$ cat src/rtl/sa_grid_pkg.sv
`timescale 1ns/1ps
package sa_grid_pkg;
    typedef enum logic [1:0] {
        ST_IDLE  = 2'd0,
        ST_FILL  = 2'd1,
        ST_DRAIN = 2'd2,
        ST_DONE  = 2'd3
    } grid_state_t;
endpackage

$ cat src/rtl/sa_mac_cell.sv
`timescale 1ns/1ps
module sa_mac_cell #(
    parameter int DW = 8,
    parameter int AW = 20
) (
    input  logic                 clk,
    input  logic                 rst_n,
    input  logic signed [DW-1:0] a_in,
    input  logic signed [DW-1:0] b_in,
    input  logic                 clr,
    output logic signed [DW-1:0] a_out,
    output logic signed [DW-1:0] b_out,
    output logic signed [AW-1:0] acc_out
);
    logic signed [DW-1:0]   a_q;
    logic signed [DW-1:0]   b_q;
    logic signed [AW-1:0]   acc_q;
    logic signed [2*DW-1:0] prod;

    // The product is taken from the registered operands, and the same
    // registers feed the neighbouring cells.
    assign prod = a_q * b_q;

    always_ff @(posedge clk or negedge rst_n) begin
        if (!rst_n) begin
            a_q   <= '0;
            b_q   <= '0;
            acc_q <= '0;
        end else begin
            a_q <= a_in;
            b_q <= b_in;
            // Reading a cell's sum clears it, so the next product starts at zero.
            if (clr) acc_q <= '0;
            else     acc_q <= acc_q + AW'(prod);
        end
    end

    assign a_out   = a_q;
    assign b_out   = b_q;
    assign acc_out = acc_q;
endmodule

$ cat src/rtl/sa_drain_seq.sv
`timescale 1ns/1ps
module sa_drain_seq
    import sa_grid_pkg::*;
#(
    parameter int DIM = 4
) (
    input  logic clk,
    input  logic rst_n,
    input  logic start,
    output logic cap_en,
    output logic fire,
    output logic [((DIM > 1) ? $clog2(DIM) : 1)-1:0] sel_row,
    output logic [((DIM > 1) ? $clog2(DIM) : 1)-1:0] sel_col,
    output logic busy,
    output logic done
);
    localparam int PW        = (DIM > 1) ? $clog2(DIM) : 1;
    localparam int NDIAG     = 2 * DIM - 1;
    localparam int DGW       = $clog2(NDIAG + 1);
    localparam int LAST_TICK = DIM + 1 + NDIAG * DIM;
    localparam int TICK_W    = $clog2(LAST_TICK + 2);
    localparam logic [TICK_W-1:0] FEED_LAST = TICK_W'(2 * DIM - 2);
    localparam logic [TICK_W-1:0] FILL_LAST = TICK_W'(DIM);
    localparam logic [DGW-1:0]    DIAG_END  = DGW'(NDIAG - 1);
    localparam logic [PW-1:0]     SLOT_END  = PW'(DIM - 1);

    grid_state_t       state_q, state_d;
    logic [TICK_W-1:0] tick_q;
    logic [DGW-1:0]    diag_q;
    logic [PW-1:0]     pos_q;
    int                len_i, base_i;

    // State register.
    always_ff @(posedge clk or negedge rst_n) begin
        if (!rst_n) state_q <= ST_IDLE;
        else        state_q <= state_d;
    end

    // Next-state logic.
    always_comb begin
        state_d = state_q;
        unique case (state_q)
            ST_IDLE:  if (start) state_d = ST_FILL;
            ST_FILL:  if (tick_q == FILL_LAST) state_d = ST_DRAIN;
            ST_DRAIN: if (diag_q == DIAG_END && pos_q == SLOT_END) state_d = ST_DONE;
            ST_DONE:  state_d = ST_IDLE;
        endcase
    end

    // Counters: cycles since start, diagonal index, slot within the diagonal.
    always_ff @(posedge clk or negedge rst_n) begin
        if (!rst_n) begin
            tick_q <= '0;
            diag_q <= '0;
            pos_q  <= '0;
        end else begin
            if (state_q == ST_IDLE) tick_q <= start ? TICK_W'(1) : '0;
            else                    tick_q <= tick_q + TICK_W'(1);
            if (state_q == ST_DRAIN) begin
                if (pos_q == SLOT_END) begin
                    pos_q  <= '0;
                    diag_q <= diag_q + DGW'(1);
                end else begin
                    pos_q <= pos_q + PW'(1);
                end
            end else begin
                pos_q  <= '0;
                diag_q <= '0;
            end
        end
    end

    // Length of the current diagonal and its first row.
    always_comb begin
        if (int'(diag_q) < DIM) begin
            len_i  = int'(diag_q) + 1;
            base_i = 0;
        end else begin
            len_i  = NDIAG - int'(diag_q);
            base_i = int'(diag_q) - DIM + 1;
        end
    end

    // Outputs.
    always_comb begin
        busy    = (state_q != ST_IDLE);
        done    = (state_q == ST_DONE);
        cap_en  = (state_q == ST_IDLE) ? start : (tick_q <= FEED_LAST);
        fire    = (state_q == ST_DRAIN) && (int'(pos_q) < len_i);
        sel_row = PW'(base_i + int'(pos_q));
        sel_col = PW'(int'(diag_q) - base_i - int'(pos_q));
    end
endmodule

$ cat src/rtl/sa_relu_grid.sv
`timescale 1ns/1ps
module sa_relu_grid #(
    parameter int DIM = 4,
    parameter int DW  = 8,
    parameter int AW  = 20,
    parameter int OW  = 8
) (
    input  logic              clk,
    input  logic              rst_n,
    input  logic              start,
    input  logic [DIM*DW-1:0] a_west,
    input  logic [DIM*DW-1:0] b_north,
    output logic [OW-1:0]     out_data,
    output logic              out_valid,
    output logic              busy,
    output logic              done
);
    localparam int PW = (DIM > 1) ? $clog2(DIM) : 1;
    localparam logic signed [AW-1:0] OUT_MAX = AW'((1 << OW) - 1);

    logic                 cap_en, fire;
    logic [PW-1:0]        sel_row, sel_col;
    logic signed [DW-1:0] a_link [DIM][DIM+1];
    logic signed [DW-1:0] b_link [DIM+1][DIM];
    logic signed [AW-1:0] acc_cell [DIM][DIM];
    logic [DIM*DIM*AW-1:0] acc_flat;
    logic [DIM*DW-1:0]    unused_a_edge, unused_b_edge;
    logic signed [AW-1:0] sel_acc;
    logic [OW-1:0]        clamp_val;

    sa_drain_seq #(.DIM(DIM)) u_seq (
        .clk     (clk),
        .rst_n   (rst_n),
        .start   (start),
        .cap_en  (cap_en),
        .fire    (fire),
        .sel_row (sel_row),
        .sel_col (sel_col),
        .busy    (busy),
        .done    (done)
    );

    genvar r, c;
    generate
        for (r = 0; r < DIM; r++) begin : g_edge
            // Edge values are passed in only during the feed window.
            assign a_link[r][0]   = cap_en ? a_west[r*DW +: DW]  : '0;
            assign b_link[0][r]   = cap_en ? b_north[r*DW +: DW] : '0;
            assign unused_a_edge[r*DW +: DW] = a_link[r][DIM];
            assign unused_b_edge[r*DW +: DW] = b_link[DIM][r];
        end
        for (r = 0; r < DIM; r++) begin : g_row
            for (c = 0; c < DIM; c++) begin : g_col
                sa_mac_cell #(.DW(DW), .AW(AW)) u_cell (
                    .clk     (clk),
                    .rst_n   (rst_n),
                    .a_in    (a_link[r][c]),
                    .b_in    (b_link[r][c]),
                    .clr     (fire && sel_row == PW'(r) && sel_col == PW'(c)),
                    .a_out   (a_link[r][c+1]),
                    .b_out   (b_link[r+1][c]),
                    .acc_out (acc_cell[r][c])
                );
                assign acc_flat[(r*DIM+c)*AW +: AW] = acc_cell[r][c];
            end
        end
    endgenerate

    assign sel_acc = acc_cell[sel_row][sel_col];

    // Rectify and clamp to the output range.
    always_comb begin
        if (sel_acc < 0)            clamp_val = '0;
        else if (sel_acc > OUT_MAX) clamp_val = '1;
        else                        clamp_val = sel_acc[OW-1:0];
    end

    always_ff @(posedge clk or negedge rst_n) begin
        if (!rst_n) begin
            out_valid <= 1'b0;
            out_data  <= '0;
        end else begin
            out_valid <= fire;
            if (fire) out_data <= clamp_val;
        end
    end
endmodule

$ cat config.mk
export PLATFORM = sky130hd
export DESIGN_NAME = sa_relu_grid
export DESIGN_NICKNAME = d
export VERILOG_FILES = /design/src/rtl/sa_grid_pkg.sv /design/src/rtl/sa_mac_cell.sv /design/src/rtl/sa_drain_seq.sv /design/src/rtl/sa_relu_grid.sv
export SDC_FILE = /design/constraint.sdc
export NUM_CORES = 2
export LEC_CHECK = 0
export CAP_MARGIN = 20
export CORE_ASPECT_RATIO = 1.5
export CORE_UTILIZATION = 40
export CTS_CLUSTER_SIZE = 24
export DETAILED_ROUTE_END_ITERATION = 6
export GPL_TIMING_DRIVEN = 0
export PLACE_DENSITY = 0.58
export SETUP_SLACK_MARGIN = 0.3
export SLEW_MARGIN = 10
export SYNTH_ARGS = -nofsm -noshare
export SYNTH_HDL_FRONTEND = slang
export SYNTH_SLANG_ARGS = --single-unit
$ cat constraint.sdc
create_clock -name clk -period 6 [get_ports clk]
set_input_delay 1.2 -clock clk [delete_from_list [all_inputs] [get_ports clk]]
set_output_delay 1.2 -clock clk [all_outputs]
set_load 0.1 [all_outputs]
# Word-level counts from Yosys, hierarchy flattened
# Cells that the tools add are included.
# W data, S select, Z words.
dict set report word_totals {
  register_bits 598
  input_bits 67
  out_inout_bits 11
  word_cells 193
}
dict set report classes {
  addsub 26
  mul 16
  order_cmp 7
  n_eq_ne 16
  mux 45
  bitwise_logic 2
  reduce_logical 27
}
# operator count
set ops {}
lappend ops {{$mux W20} 18}
lappend ops {{$add A20 B16 Y20} 16}
lappend ops {{$mul A8 B8 Y16} 16}
lappend ops {{$bmux W80 S2} 1}
lappend ops {{$mux W80} 2}
lappend ops {{$mux W8} 10}
lappend ops {{$bmux W20 S2} 1}
lappend ops {{$lt A3 B32 Y1} 1}
lappend ops {{$mux W32} 1}
lappend ops {{$logic_and A1 B1 Y1} 22}
lappend ops {{$gt A20 B9 Y1 const B} 1}
lappend ops {{$lt A20 B1 Y1 const B} 1}
lappend ops {{$eq A2 B2 Y1 const B} 7}
lappend ops {{$mux W2} 6}
lappend ops {{$pmux W2 S4} 1}
lappend ops {{$add A6 B1 Y6 const B} 1}
lappend ops {{$eq A2 B1 Y1 const B} 3}
lappend ops {{$eq A6 B3 Y1 const B} 1}
lappend ops {{$ge A3 B3 Y1 const B} 2}
lappend ops {{$le A6 B3 Y1 const B} 1}
lappend ops {{$logic_not A2 Y1} 3}
lappend ops {{$mux W3} 2}
lappend ops {{$mux W6} 1}
lappend ops {{$not A2 Y3} 2}
lappend ops {{other kinds (15)} 19}

# Longest topological paths before layout
dict set report depth {
  ltp_word 14
  ltp_mapped 21
  ltp_nobuf 20
}

# Hierarchy
# Synthesis repeated with hierarchy kept, for this count alone.
dict set report unflattened {
  cells_unflattened 7425
  area_unflattened_um2 77829.6
}
# mod n_inst cells_per_inst area_per_inst_um2 seq_area_each_um2
set by_module_without_submodules {}
lappend by_module_without_submodules {{sa_mac_cell at g_row[1].g_col[2].u_cell ...} 7 436 4634.4 900.9}
lappend by_module_without_submodules {{sa_mac_cell at g_row[0].g_col[0].u_cell ...} 4 437 4595.7 900.9}
lappend by_module_without_submodules {{sa_mac_cell at g_row[1].g_col[1].u_cell} 1 438 4636.9 900.9}
lappend by_module_without_submodules {{sa_mac_cell at g_row[0].g_col[1].u_cell} 1 438 4618.2 900.9}
lappend by_module_without_submodules {{sa_mac_cell at g_row[3].g_col[3].u_cell} 1 436 4610.7 900.9}
lappend by_module_without_submodules {{sa_mac_cell at g_row[3].g_col[1].u_cell} 1 433 4600.7 900.9}
lappend by_module_without_submodules {{sa_mac_cell at g_row[3].g_col[2].u_cell} 1 432 4575.6 900.9}
lappend by_module_without_submodules {sa_relu_grid 1 362 3085.5 225.2}
lappend by_module_without_submodules {sa_drain_seq 1 86 878.3 325.3}

# Least setup slack after synthesis
# OpenSTA, ideal clock, no wires.
dict set report synth_path {
  path_type {reg2reg}
  from {reg g_row[2].g_col[0].u_cell.b_q[0]}
  to {reg g_row[2].g_col[0].u_cell.acc_q[19]}
  setup_time_ps 132
  t_arrival_ps 5381
  t_required_ps 5868
  slack_ps 487
  path_stages_with_launch 17
  path_buffers 0
  synth_period_minus_slack_ps 5513
  path_cell_list {dfrtp_1 > and2_1 > inv_1 > fa_1 > inv_1 > fa_1 > fa_1 > fa_1 > fa_1 > ha_1 > o2111a_1 > a211oi_1 > nor3_1 > a2111oi_0 > a21oi_1 > xnor2_1 > nor2_1}
}
dict set report synth_between {
  elab_chain_cells 3
}
# item line
set synth_lines {}
lappend synth_lines {{start: declaration} sa_mac_cell.sv:16} ;# logic signed [DW-1:0] b_q;
lappend synth_lines {{start signal: assignment} sa_mac_cell.sv:31} ;# b_q <= b_in;
lappend synth_lines {{$mul A8 B8 Y16} sa_mac_cell.sv:22} ;# assign prod = a_q * b_q;
lappend synth_lines {{$add A20 B16 Y20} sa_mac_cell.sv:34} ;# else acc_q <= acc_q + AW'(prod);
lappend synth_lines {{$mux W20} sa_mac_cell.sv:33} ;# if (clr) acc_q <= '0;
lappend synth_lines {{end signal: assignment} sa_mac_cell.sv:34}
lappend synth_lines {{end: declaration} sa_mac_cell.sv:17} ;# logic signed [AW-1:0] acc_q;
# No other way between the ends.
# A chain may end at the register's enable or synchronous reset.

# Worst setup path in the final report
dict set report layout_path {
  from {reg g_row[2].g_col[1].u_cell.a_q[7]}
  to {reg g_row[2].g_col[1].u_cell.acc_q[19]}
}
dict set report layout_between {
  elab_chain_cells 3
}
# item line
set layout_lines {}
lappend layout_lines {{start: declaration} sa_mac_cell.sv:15} ;# logic signed [DW-1:0] a_q;
lappend layout_lines {{start signal: assignment} sa_mac_cell.sv:30} ;# a_q <= a_in;
lappend layout_lines {{$mul A8 B8 Y16} sa_mac_cell.sv:22}
lappend layout_lines {{$add A20 B16 Y20} sa_mac_cell.sv:34}
lappend layout_lines {{$mux W20} sa_mac_cell.sv:33}
lappend layout_lines {{end signal: assignment} sa_mac_cell.sv:34}
lappend layout_lines {{end: declaration} sa_mac_cell.sv:17}
# No other way between the ends.

==> out/metrics.yaml <==
wl_um: 187000
skew_ps: 39.5
nNetsFinal: 9713
drc: 0
post-route-period-util_pct: 92.9
seq_area_frac_synth_pct: 19.7
synthFlopType: "dfrtp_1"
overflow: 0
cts_root_buf: "clkbuf_16"
io_pins: 78
reg2reg_depth: 15
drt_pass1_iterations: 7
preCtsSetupSlack_ps: -651
finalSetupViolations: 0
synth_edf_count: 0
numPortBuffers: 77
rsz0062_at_grt: "true"
worstPathMaxFanout: 9
rr_startpoint: "g_row[2].g_col[1].u_cell.a_out[7]"
critical_path_class: "reg -> reg"
setup_ws_ps: 425
synthCells: 7279
async_flop_share_pct: 100
crit_path_end_kind: "flop"
r2r_end: "g_row[2].g_col[1].u_cell.acc_out[19]"
drt_iter0_drc: 1811
cts_tree: "yes"
status: "completed"
synth.avg_cell_area_um2: 10.5
final_common_cell: "inv_1"
cts_made_buffers: 72
reg2reg_slack_ps: 420
clk_pin_slew_ps: 60
grt_max_degree: 107
layout_common_cells: "1585 x inv_1, 1406 x fa_1, 752 x ha_1, 567 x dfrtp_1, 551 x and2_1"
yosysTopAreaCell: "fa_1"
yosys-top-cells-area: "fa_1 37%, dfrtp_1 20%, ha_1 12%"
met2_length_um: 104000
ctsHoldBuffers: 0
die_w_um: 358
die-area_um2: 192000
maxCapViolCount: 0
hold_path.class: "in -> async"
wirelength_met1_um: 67000
initial_core_util_pct: 40.4
drive_gt1_share_pct: 5.06
cp.arrival_ps: 6110
h-tree-depth: 3
die_h_um: 536
top_layer: "met5"
crit_required_ps: 6540
drv_slew: 0
ys_seq_elements: 598
fmax_ghz: 0.179
synth_area_um2: 76100
met3_length_um: 5490
cts.path.max_buffers: 3
synth.top_cell.area_share_pct: 37.0
clk_latency_ps: 710
antenna_found_initial: 7
yosysWarnings: 0
grt_pass1_vias: 57200
routedWlPerCell_um: 18.7
grt_first_pass_wirelength_um: 308000
globalplace.congestion: 0.903
max_slew.worst_pin.slew_ps: 1010
area_delta_synth_final_pct: 9.44
antenna_left: 0
finalHoldViolations: 0
period_needed_ps: 5580
detail_route.vias_per_cell: 4.99
gr-usage-all-layers_pct: 20.7
start_kind: "flop"
core_area_um2: 189000
crit_start: "g_row[2].g_col[1].u_cell.a_out[7]"
rows: 195
max-slew-margin-rel_pct: 32.5
endpoint: "g_row[2].g_col[1].u_cell.acc_out[19]"
ys_types: 70
cts_sinks: 598
syn_nets: 9506
vias: 49900
dp_hpwl_um: 159000
-- registers in the layout, summed over array words and instances (netlist names) --
name                        cells
g_row.g_col.u_cell.acc_out    320
g_row.g_col.u_cell.a_out      128
g_row.g_col.u_cell.b_out      128
out_data                        8
u_seq.tick_q                    6
u_seq.diag_q                    3
u_seq.pos_q                     2
u_seq.state_q                   2
out_valid                       1
-- final cells by class --
class	count	area, µm²
repair buffers	133	1370
well taps	2462	3080
diodes	4	10.0
multi-input cells	5021	55100
flip-flops and latches	598	15000
clock buffers	93	2010
inverters	1585	5950
plain buffers	75	354
clock inverters	32	388
fillers	17900	105000
-- how the worst min path moves through the flow --
| stage | to | slack [ps] | cells after the start | from |
|---|---|---|---|---|
| 2_1_floorplan | g_row[1].g_col[0].u_cell.b_out[1] | 350 | 0 | g_row[0].g_col[0].u_cell.b_out[1] |
| 3_3_place_gp | g_row[3].g_col[1].u_cell.b_out[1] | 360 | 0 | g_row[2].g_col[1].u_cell.b_out[1] |
| 3_5_place_dp | g_row[1].g_col[2].u_cell.b_out[1] | 360 | 0 | g_row[0].g_col[2].u_cell.b_out[1] |
| 4_1_cts | g_row[0].g_col[1].u_cell.acc_out[14] | 290 | 1 | rst_n |
| 5_1_grt | g_row[0].g_col[1].u_cell.acc_out[14] | 330 | 1 | rst_n |
| 6_report | g_row[0].g_col[1].u_cell.acc_out[14] | 340 | 1 | rst_n |
-- timing repair --
action | in CTS | in global routing
pin swaps | 1 | 16
buffers inserted | 3 | 41
endpoints found under the setup margin | 250 | 139
resized for setup | 85 | 77
-- layer usage --
metal  track usage, %  vias to the layer above
met4             10.1                        4
met2             39.5                      764
met3             1.94                      324
met5                0                        -
met1             22.5                    26100
li1                 -                    22700
-- critical path: stages, from the launching register on --
cell and delay (ps):
dfrtp_1 570, nand2_1 250, fa_1 700, fa_1 570, inv_1 50, fa_1 570, fa_1 430, ha_1 290
ha_1 230, or3_1 380, a211oi_1 320, nor3_1 140, a2111oi_2 460, a21oi_1 140, xnor2_1 270, nor2_1 70
-- stage by stage --
stage	area, µm²	util (%)	hold slack [ps]	TNS (ps)	cells
after floorplan	76100	-	352	0	7279
after global placement	80000	42.4	363	-	9818
after detailed placement	80200	42.5	364	-14910	9830
after CTS	82800	43.9	290	0	9958
final	83300	44.2	341	0	10000
after global routing	83300	44.2	332	0	10000
-- Yosys cell counts, types with 43 or more instances --
cell type  count
a211oi_1      51
a21oi_1      142
and2_1       583
clkbuf_1      58
dfrtp_1      598
fa_1        1408
ha_1         752
inv_1       1585
nand2_1      526
nand2b_1      43
nand3_1       77
nor2_1       304
nor2b_1      218
nor3_1        88
o21ai_0      113
xnor2_1      179
xor2_1       116
-- logic make-up (layout without fill, tap and decap cells) --
group	count (synthesis)	count (layout)	synth area share [%]
other	0	4	0
muxes	58	58	1.42
adders and majority gates	2160	2160	49.4
and+or+nand+nor	1985	1985	13.4
AOI/OAI and AO/OA	520	520	4.44
DFF	598	598	19.7
buffers and inverters	1660	1918	8.23
xor gates and xnor gates	298	298	3.48
Power is left out: the tool's default activity adds up to more than one toggle a clock period on the data nets, which glitch-free logic cannot reach.
